**src/rtl/tsa_pkg.sv**
```systemverilog
package tsa_pkg;
    localparam int DATA_W         = 16;
    localparam int ADDR_W         = 2;
    localparam int THR_W          = 7;
    localparam int ALLOC_W        = 3;
    localparam int UNIT_SHIFT     = 6;
    localparam int ALLOC_STEP     = 1024;
    localparam int ALLOC_MAX_CODE = 4;
    localparam int RESET_THR      = 96;
    localparam int RESET_ALLOC    = 2;

    localparam logic [ADDR_W-1:0] ADR_MODE  = 2'd0;
    localparam logic [ADDR_W-1:0] ADR_THR   = 2'd1;
    localparam logic [ADDR_W-1:0] ADR_ALLOC = 2'd2;

    typedef enum logic [1:0] {
        ARB_IDLE  = 2'd0,
        ARB_HOST  = 2'd1,
        ARB_RELAY = 2'd2
    } arb_state_t;

    typedef struct packed {
        logic               host_first;
        logic [THR_W-1:0]   thr;
        logic [ALLOC_W-1:0] alloc;
    } arb_cfg_t;

    function automatic logic [ALLOC_W-1:0] sat_alloc(input logic [ALLOC_W-1:0] code);
        return (int'(code) > ALLOC_MAX_CODE) ? ALLOC_W'(ALLOC_MAX_CODE) : code;
    endfunction
endpackage

```
**src/rtl/tsa_cfg_regs.sv**
```systemverilog
module tsa_cfg_regs
    import tsa_pkg::*;
(
    input  logic              clk,
    input  logic              rst,
    input  logic              we,
    input  logic [ADDR_W-1:0] addr,
    input  logic [DATA_W-1:0] wdata,
    output logic [DATA_W-1:0] rdata,
    output arb_cfg_t          cfg
);
    always_ff @(posedge clk) begin
        if (rst) begin
            cfg.host_first <= 1'b0;
            cfg.thr        <= THR_W'(RESET_THR);
            cfg.alloc      <= ALLOC_W'(RESET_ALLOC);
        end else if (we) begin
            case (addr)
                ADR_MODE:  cfg.host_first <= wdata[0];
                ADR_THR:   cfg.thr        <= wdata[THR_W-1:0];
                ADR_ALLOC: cfg.alloc      <= wdata[ALLOC_W-1:0];
                default:   ;
            endcase
        end
    end

    always_comb begin
        rdata = '0;
        case (addr)
            ADR_MODE:  rdata[0]         = cfg.host_first;
            ADR_THR:   rdata[THR_W-1:0] = cfg.thr;
            ADR_ALLOC: rdata[ALLOC_W-1:0] = cfg.alloc;
            default:   rdata = '0;
        endcase
    end

    AST_SPARE_ADDR_IGNORED: assert property (@(posedge clk) disable iff (rst)
        (we && addr == 2'd3) |=> $stable(cfg)) else $error("spare address write changed config");
endmodule

```
**src/rtl/tsa_level_cmp.sv**
```systemverilog
module tsa_level_cmp
    import tsa_pkg::*;
#(
    parameter int FILL_W = 13
) (
    input  logic [FILL_W-1:0]  fill,
    input  logic [THR_W-1:0]   thr,
    input  logic [ALLOC_W-1:0] alloc,
    output logic               urgent
);
    localparam int THR_BYTES_W = THR_W + UNIT_SHIFT;
    localparam int CMP_W = ((FILL_W > THR_BYTES_W) ? FILL_W : THR_BYTES_W) + 1;

    logic [CMP_W-1:0]   thr_bytes;
    logic [CMP_W-1:0]   share_bytes;
    logic [CMP_W-1:0]   eff_bytes;
    logic [ALLOC_W-1:0] code_sat;

    assign code_sat    = sat_alloc(alloc);
    assign thr_bytes   = CMP_W'(thr) << UNIT_SHIFT;
    assign share_bytes = CMP_W'((int'(code_sat) + 1) * ALLOC_STEP);
    assign eff_bytes   = (thr_bytes < share_bytes) ? thr_bytes : share_bytes;
    assign urgent      = CMP_W'(fill) >= eff_bytes;
endmodule

```
**src/rtl/tsa_grant_fsm.sv**
```systemverilog
module tsa_grant_fsm
    import tsa_pkg::*;
(
    input  logic clk,
    input  logic rst,
    input  logic host_req,
    input  logic host_end,
    input  logic relay_req,
    input  logic relay_end,
    input  logic host_first,
    input  logic urgent,
    output logic host_grant,
    output logic relay_grant
);
    arb_state_t state;
    logic       last_host;
    logic       both;
    logic       pick_relay;

    assign both       = host_req && relay_req;
    assign pick_relay = both ? (urgent || (!host_first && last_host)) : relay_req;

    always_ff @(posedge clk) begin
        if (rst) begin
            state     <= ARB_IDLE;
            last_host <= 1'b0;
        end else begin
            case (state)
                ARB_IDLE: if (host_req || relay_req) begin
                    state     <= pick_relay ? ARB_RELAY : ARB_HOST;
                    last_host <= !pick_relay;
                end
                ARB_HOST:  if (host_end)  state <= ARB_IDLE;
                ARB_RELAY: if (relay_end) state <= ARB_IDLE;
                default:   state <= ARB_IDLE;
            endcase
        end
    end

    assign host_grant  = (state == ARB_HOST);
    assign relay_grant = (state == ARB_RELAY);

    AST_ONE_GRANT: assert property (@(posedge clk) disable iff (rst)
        !(host_grant && relay_grant)) else $error("both grants high");
    AST_HOST_HOLD: assert property (@(posedge clk) disable iff (rst)
        (host_grant && !host_end) |=> host_grant) else $error("host grant dropped early");
    AST_RELAY_HOLD: assert property (@(posedge clk) disable iff (rst)
        (relay_grant && !relay_end) |=> relay_grant) else $error("relay grant dropped early");
    AST_GAP_AFTER_END: assert property (@(posedge clk) disable iff (rst)
        ((host_grant && host_end) || (relay_grant && relay_end)) |=> !(host_grant || relay_grant))
        else $error("no idle cycle after frame end");
    AST_GRANT_HAD_REQ: assert property (@(posedge clk) disable iff (rst)
        $rose(relay_grant) |-> $past(relay_req)) else $error("relay granted without request");
    AST_URGENT_WINS: assert property (@(posedge clk) disable iff (rst)
        (!host_grant && !relay_grant && both && urgent) |=> relay_grant)
        else $error("urgent contest not won by relay");
endmodule

```
**src/rtl/tx_source_arbiter.sv**
```systemverilog
module tx_source_arbiter
    import tsa_pkg::*;
#(
    parameter int FILL_W = 13
) (
    input  logic              clk,
    input  logic              rst,
    input  logic              host_req,
    input  logic              host_frame_end,
    output logic              host_grant,
    input  logic              relay_req,
    input  logic              relay_frame_end,
    output logic              relay_grant,
    input  logic [FILL_W-1:0] relay_fill,
    input  logic              reg_we,
    input  logic [ADDR_W-1:0] reg_addr,
    input  logic [DATA_W-1:0] reg_wdata,
    output logic [DATA_W-1:0] reg_rdata
);
    arb_cfg_t cfg;
    logic     urgent;

    tsa_cfg_regs i_regs (
        .clk   (clk),
        .rst   (rst),
        .we    (reg_we),
        .addr  (reg_addr),
        .wdata (reg_wdata),
        .rdata (reg_rdata),
        .cfg   (cfg)
    );

    tsa_level_cmp #(.FILL_W(FILL_W)) i_cmp (
        .fill   (relay_fill),
        .thr    (cfg.thr),
        .alloc  (cfg.alloc),
        .urgent (urgent)
    );

    tsa_grant_fsm i_fsm (
        .clk         (clk),
        .rst         (rst),
        .host_req    (host_req),
        .host_end    (host_frame_end),
        .relay_req   (relay_req),
        .relay_end   (relay_frame_end),
        .host_first  (cfg.host_first),
        .urgent      (urgent),
        .host_grant  (host_grant),
        .relay_grant (relay_grant)
    );

    AST_RESET_NO_GRANT: assert property (@(posedge clk)
        rst |=> !(host_grant || relay_grant)) else $error("grant out of reset");
endmodule

```
**config.mk**
```make
export PLATFORM = sky130hd
export DESIGN_NAME = tx_source_arbiter
export DESIGN_NICKNAME = d
export VERILOG_FILES = /design/src/rtl/tsa_pkg.sv /design/src/rtl/tsa_cfg_regs.sv /design/src/rtl/tsa_level_cmp.sv /design/src/rtl/tsa_grant_fsm.sv /design/src/rtl/tx_source_arbiter.sv
export SDC_FILE = /design/constraint.sdc
export NUM_CORES = 1
export LEC_CHECK = 0
export CORE_MARGIN = 10
export CORE_UTILIZATION = 42
export DETAILED_ROUTE_END_ITERATION = 7
export GPL_TIMING_DRIVEN = 0
export PLACE_DENSITY = 0.85
export SLEW_MARGIN = 10
export SYNTH_ARGS = -nofsm -noshare
export SYNTH_HDL_FRONTEND = slang
export SYNTH_SLANG_ARGS = --single-unit
```
**constraint.sdc**
```tcl
create_clock -name clk -period 8.31 [get_ports clk]
set_clock_uncertainty 0.2 [all_clocks]
set_input_delay 0.831 -clock clk [delete_from_list [all_inputs] [get_ports clk]]
set_output_delay 0.831 -clock clk [all_outputs]
set_load 0.02 [all_outputs]
```
Word-level counts from Yosys, hierarchy flattened:

Index checks and enable logic that the tools add are counted.

* equal/unequal tests: 7
* muxes and demuxes: 11
* reductions and logical operators: 13
* add/subtract/negate cells: 1
* order comparisons: 3

Operator list (number)
* $ge A13 B14 Y1: 1
* $lt A13 B14 Y1: 1
* $mux W14: 1
* $mux W2: 4
* $reduce_and A2 Y1: 4
* $pmux W2 S3: 1
* $add A3 B1 Y4 const B: 1
* $eq A2 B1 Y1 const B: 2
* $eq A2 B2 Y1 const B: 2
* $logic_not A2 Y1: 2
* $mux W4: 1
* $ne A2 B2 Y1 const B: 2
* $pmux W2 S2: 1
* $gt A3 B3 Y1 const B: 1
* $mux W3: 1
* $pmux W1 S3: 1
* $reduce_and A3 Y1: 1
* $logic_and A1 B1 Y1: 2
* $logic_not A1 Y1: 2
* $logic_or A1 B1 Y1: 2
* $ne A2 B1 Y1 const B: 1
* $mux W1: 1

* bits in registers: 14
* bits of input ports: 38
* output and inout bits: 18

Depth between registers and ports, before layout:

* depth after elaboration: 11
* mapped depth: 13
* depth with buffers taken out: 13

By module:

A second synthesis with hierarchy kept.

* cell total of the unflattened synthesis: 131
* area total of the unflattened synthesis: 1177.4 um^2

By module, submodules not included
* tsa_cfg_regs: area each 661.9 um^2, cells each 74, times used 1, sequential area each 220.2 um^2
* tsa_level_cmp: area each 351.6 um^2, cells each 38, times used 1, sequential area each 0.0 um^2
* tsa_grant_fsm: area each 163.9 um^2, cells each 19, times used 1, sequential area each 60.1 um^2

Worst setup path before layout:

Ideal clock, no wire load.

* path kind: flip-flop to flip-flop
* from: reg i_regs.cfg[0] (netlist name)
* to: reg i_fsm.state[0]
* path buffers: 0
* data arrival time: 2.742 ns
* required time: 8.009 ns
* stages on the path, launching flop included: 13
* setup slack: 5.267 ns
* path through: dfxtp_1 xor2_1 nand2b_1 ha_1 o21ai_0 nand2b_1 a21oi_4 mux2_2 ha_1 a2111oi_4 o211ai_2 a211o_1 o41ai_1

* longest elaborated chain between the ends: 11

Ends and longest elaborated chain
* $gt A3 B3 Y1: RTL line tsa_pkg.sv:29 `return (int'(code) > ALLOC_MAX_CODE) ? ALLOC_W'(ALLOC_MAX_CODE) : code;`
* $mux W3 *: RTL line tsa_pkg.sv:29
* $add A3 B1 Y4 *: RTL line tsa_level_cmp.sv:21 `assign share_bytes = CMP_W'((int'(code_sat) + 1) * ALLOC_STEP);`
* $lt A13 B14 Y1: RTL line tsa_level_cmp.sv:22 `assign eff_bytes = (thr_bytes < share_bytes) ? thr_bytes : share_bytes;`
* $mux W14 *: RTL line tsa_level_cmp.sv:22
* $ge A13 B14 Y1 *: RTL line tsa_level_cmp.sv:23 `assign urgent = CMP_W'(fill) >= eff_bytes;`
* $logic_or A1 B1 Y1 *: RTL line tsa_grant_fsm.sv:21 `assign pick_relay = both ? (urgent || (!host_first && last_host)) : relay_req;`
* $mux W1 *: RTL line tsa_grant_fsm.sv:21
* $mux W2 *: RTL line tsa_grant_fsm.sv:30 `state <= pick_relay ? ARB_RELAY : ARB_HOST;`
* $mux W2 *: RTL line tsa_grant_fsm.sv:29 `ARB_IDLE: if (host_req || relay_req) begin`
* $pmux W2 S3 *: RTL line tsa_grant_fsm.sv:28 `case (state)`
* to (signal assigned): RTL line tsa_grant_fsm.sv:30
* to (decl): RTL line tsa_grant_fsm.sv:15 `arb_state_t state;`

Every way passes the cells marked *; elsewhere a longest branch is shown, timed or not. The select of a mux whose other input is x is not followed.
A chain may end at the register's enable or synchronous reset.

Worst setup path after layout:

* from: in reg_addr[1]
* to: out reg_rdata[0]

* longest elaborated chain between the ends: 2
* elaborated cells on any way between the ends: 4

Ends and longest elaborated chain
* from (decl): RTL line tx_source_arbiter.sv:16 `input logic [ADDR_W-1:0] reg_addr,`
* $eq A2 B2 Y1, or another cell as far along: RTL line tsa_cfg_regs.sv:29 `case (addr)`
* $pmux W1 S3 *: RTL line tsa_cfg_regs.sv:29
* to (decl): RTL line tx_source_arbiter.sv:18 `output logic [DATA_W-1:0] reg_rdata`

Every way passes the cells marked *; elsewhere a longest branch is shown, timed or not.

==> out/qor.yml <==
cells_and_area:
  n_fill_cell: 226
  nets: 228
  fin_util_pct: 62.2
  final_cell_area_um2: 1530
  fin_cells: 205
  antenna_cells_inserted: 0
  area_delta_synth_final_pct: 43.2
  drive_gt1_share_pct: 10.3
synthesis:
  yosysTopAreaCellShare_pct: 26.3
  synthAdderAreaFrac_pct: 15.3
  synthXorXnorAreaFrac_pct: 0.822
  netlist_area_um2: 1070
  synthMuxAreaShare_pct: 3.17
  ys_top_cells_by_count: "dfxtp_1 (14), nand2_1 (14), ha_1 (13)"
  synth-simple-area-share_pct: 22.2
  synthFlopType: "dfxtp_1"
  syn_inst: 127
  synth_compound_area_share_pct: 21.0
  synth_top_cell_by_area: "dfxtp_1"
  synth_cell_type_count: 32
  yosysSeqAreaShare_pct: 26.3
  ys_async_sr_fraction_pct: 0
  synth_area_leaders: "dfxtp_1 (26%), ha_1 (15%), buf_4 (6.3%)"
  synth_top_family_by_area: "simple AND/OR/NAND/NOR gates"
  ys_ff_latch: 14
  yosys_warnings: 0
  synth_edf_count: 0
  avgSynthCellArea_um2: 8.39
sta:
  tns_ns: 0
  layout_min_cycle_time_ns: 3.88
  setup_violations: 0
  rsz0062_at_grt: "no"
  hold_ws_ns: 0.291
  max_freq_mhz: 258
  hold_viol_final: 0
  period_share_pct: 46.7
  slew_viol_final: 0
clock_network:
  tritoncts: "built"
  cts_root_buf: "clkbuf_4"
  cts.path.max_buffers: 2
  cts.sink_count: 14
  clock_latency_ns: 0.29
  cts_buffers: 3
  htree_levels: 1
  post_cts_resized: 0
  cts_setup_buffers: 0
  hold_buffers: 0
  clk_pin_slew_ns: 0.07
pwr:
  p_per_area_nw_per_um2: 117
  power.leakage_nw: 0.656
  ir_drop_mv: 0.109
placement:
  post-place-cells: 202
  dp_hpwl_um: 2490
  port_buffers: 37
  dpl_cell_area_um2: 1500
  routabilityCongestion: 0.944
floorplan:
  die_h_um: 70.4
  start_util_pct: 43.4
  ioPinCount: 56
  design.die.area_um2: 4950
  die_w_um: 70.4
  rows: 18
  coreArea_um2: 2450
routing:
  wl_um: 2890
  highest_layer: "met4"
  wl_met2_um: 1520
  vias_per_cell: 5.10
  dr.pass1.iters: 4
  drt-initial-drc-count: 50
  drtAntennaViolNets: 0
  wl_met3_um: 282
  wire_per_inst_um: 14.1
  vias: 1045
  drcViolationCount: 0
  met1_length_um: 1040
worst_setup_path:
  cp-start-kind: "input port"
  path_max_fanout: 10
  cp-end-kind: "output port"
  path_class: "in2out"
  cp.arrival_ns: 2.85
  crit_required_ns: 7.28
status:
  outcome: "completed"
global_routing:
  antenna_found_initial: 0
  grt_pass1_vias: 1081
  grt-ovfl-total: 0
  track_usage_pct: 11.1
  grt_pass1_wl_um: 4630
  grt_max_degree: 11
flow_run:
  maxCapViolations: 0
hold_path:
  hold_class: "reg2reg"
registers in the layout, summed over array words and instances, names as in the netlist:
name,count
i_fsm.last_host,1
i_fsm.state,2
i_regs.cfg,11
critical path, cell delays in order:
cell             delay, ns
clkdlybuf4s50_1       0.45
inv_1                 0.09
ha_1                  0.26
clkbuf_1              0.36
a222oi_1              0.13
nor2_1                0.11
clkdlybuf4s50_1       0.61
through the flow:
step / worst slack, ns / power (mW)
floorplan: 5.27 / 0.115
global placement: 4.49 / 0.139
detailed placement: 4.42 / 0.142
CTS: 4.38 / 0.179
global route: 4.22 / 0.187
finish: 4.43 / 0.179
area by class of cell:
| cell class | instances | area, um^2 | area share, % |
|---|---|---|---|
| flip-flops and latches | 14 | 280 | 18.4 |
| clock buffers | 3 | 22.5 | 1.48 |
| well taps | 30 | 37.5 | 2.46 |
| multi-input cells | 99 | 699 | 45.8 |
| inverters | 10 | 37.5 | 2.46 |
| plain buffers | 12 | 78.8 | 5.16 |
| repair buffers | 37 | 370 | 24.3 |
final timing paths:
check	startpoint	end	slack, ns	depth (start not counted)
min reg2reg	i_regs.cfg[7]$_SDFFE_PP0P_	i_regs.cfg[7]$_SDFFE_PP0P_	0.29	2
max	reg_addr[1]	reg_rdata[0]	4.43	7
max reg2reg	i_regs.cfg[0]$_SDFFE_PP0P_	i_fsm.state[0]$_SDFFE_PP0P_	4.95	12
min	i_regs.cfg[7]$_SDFFE_PP0P_	i_regs.cfg[7]$_SDFFE_PP0P_	0.29	2
kinds of logic (layout without fill, tap and decap cells):
family | after synthesis | count (layout)
AND/OR/NAND/NOR | 46 | 46
buffers and inverters | 22 | 62
XOR/XNOR | 1 | 1
adder cells (fa/ha/maj) | 13 | 13
flip-flops | 14 | 14
other | 1 | 9
AO/OA/AOI/OAI | 27 | 27
multiplexers | 3 | 3
per-layer routing:
metal | vias up | global-route usage [%]
met3 | 5 | 4.66
met2 | 40 | 20.8
met5 | - | 0
met1 | 472 | 10.3
met4 | 0 | 3.95
li1 | 528 | -
power by group:
part	internal, mW	switching (mW)	leakage, nW
Combinational	0.0350	0.0311	0.528
Clock	0.0169	0.0212	0.0138
Sequential	0.0711	0.00347	0.115
layout by cell type, fill, tap and decap left out, drive strengths merged:
cell           count
nand3              9
nand2             14
inv               10
clkdlybuf4s50     37
o211ai             1
a22oi              2
mux2               3
o41ai              1
a211o              5
o2111ai            1
a222oi             1
a2111oi            1
a21oi             10
buf               10
nor2b              5
and2b              1
clkbuf             5
xor2               1
nand2b             2
and2               5
o21ai              2
dfxtp             14
a221oi             1
nor4bb             1
nor2               4
and3               4
a311oi             1
a32oi              1
conb               9
nor4               1
ha                13
Power figures use the tool's default switching activity.
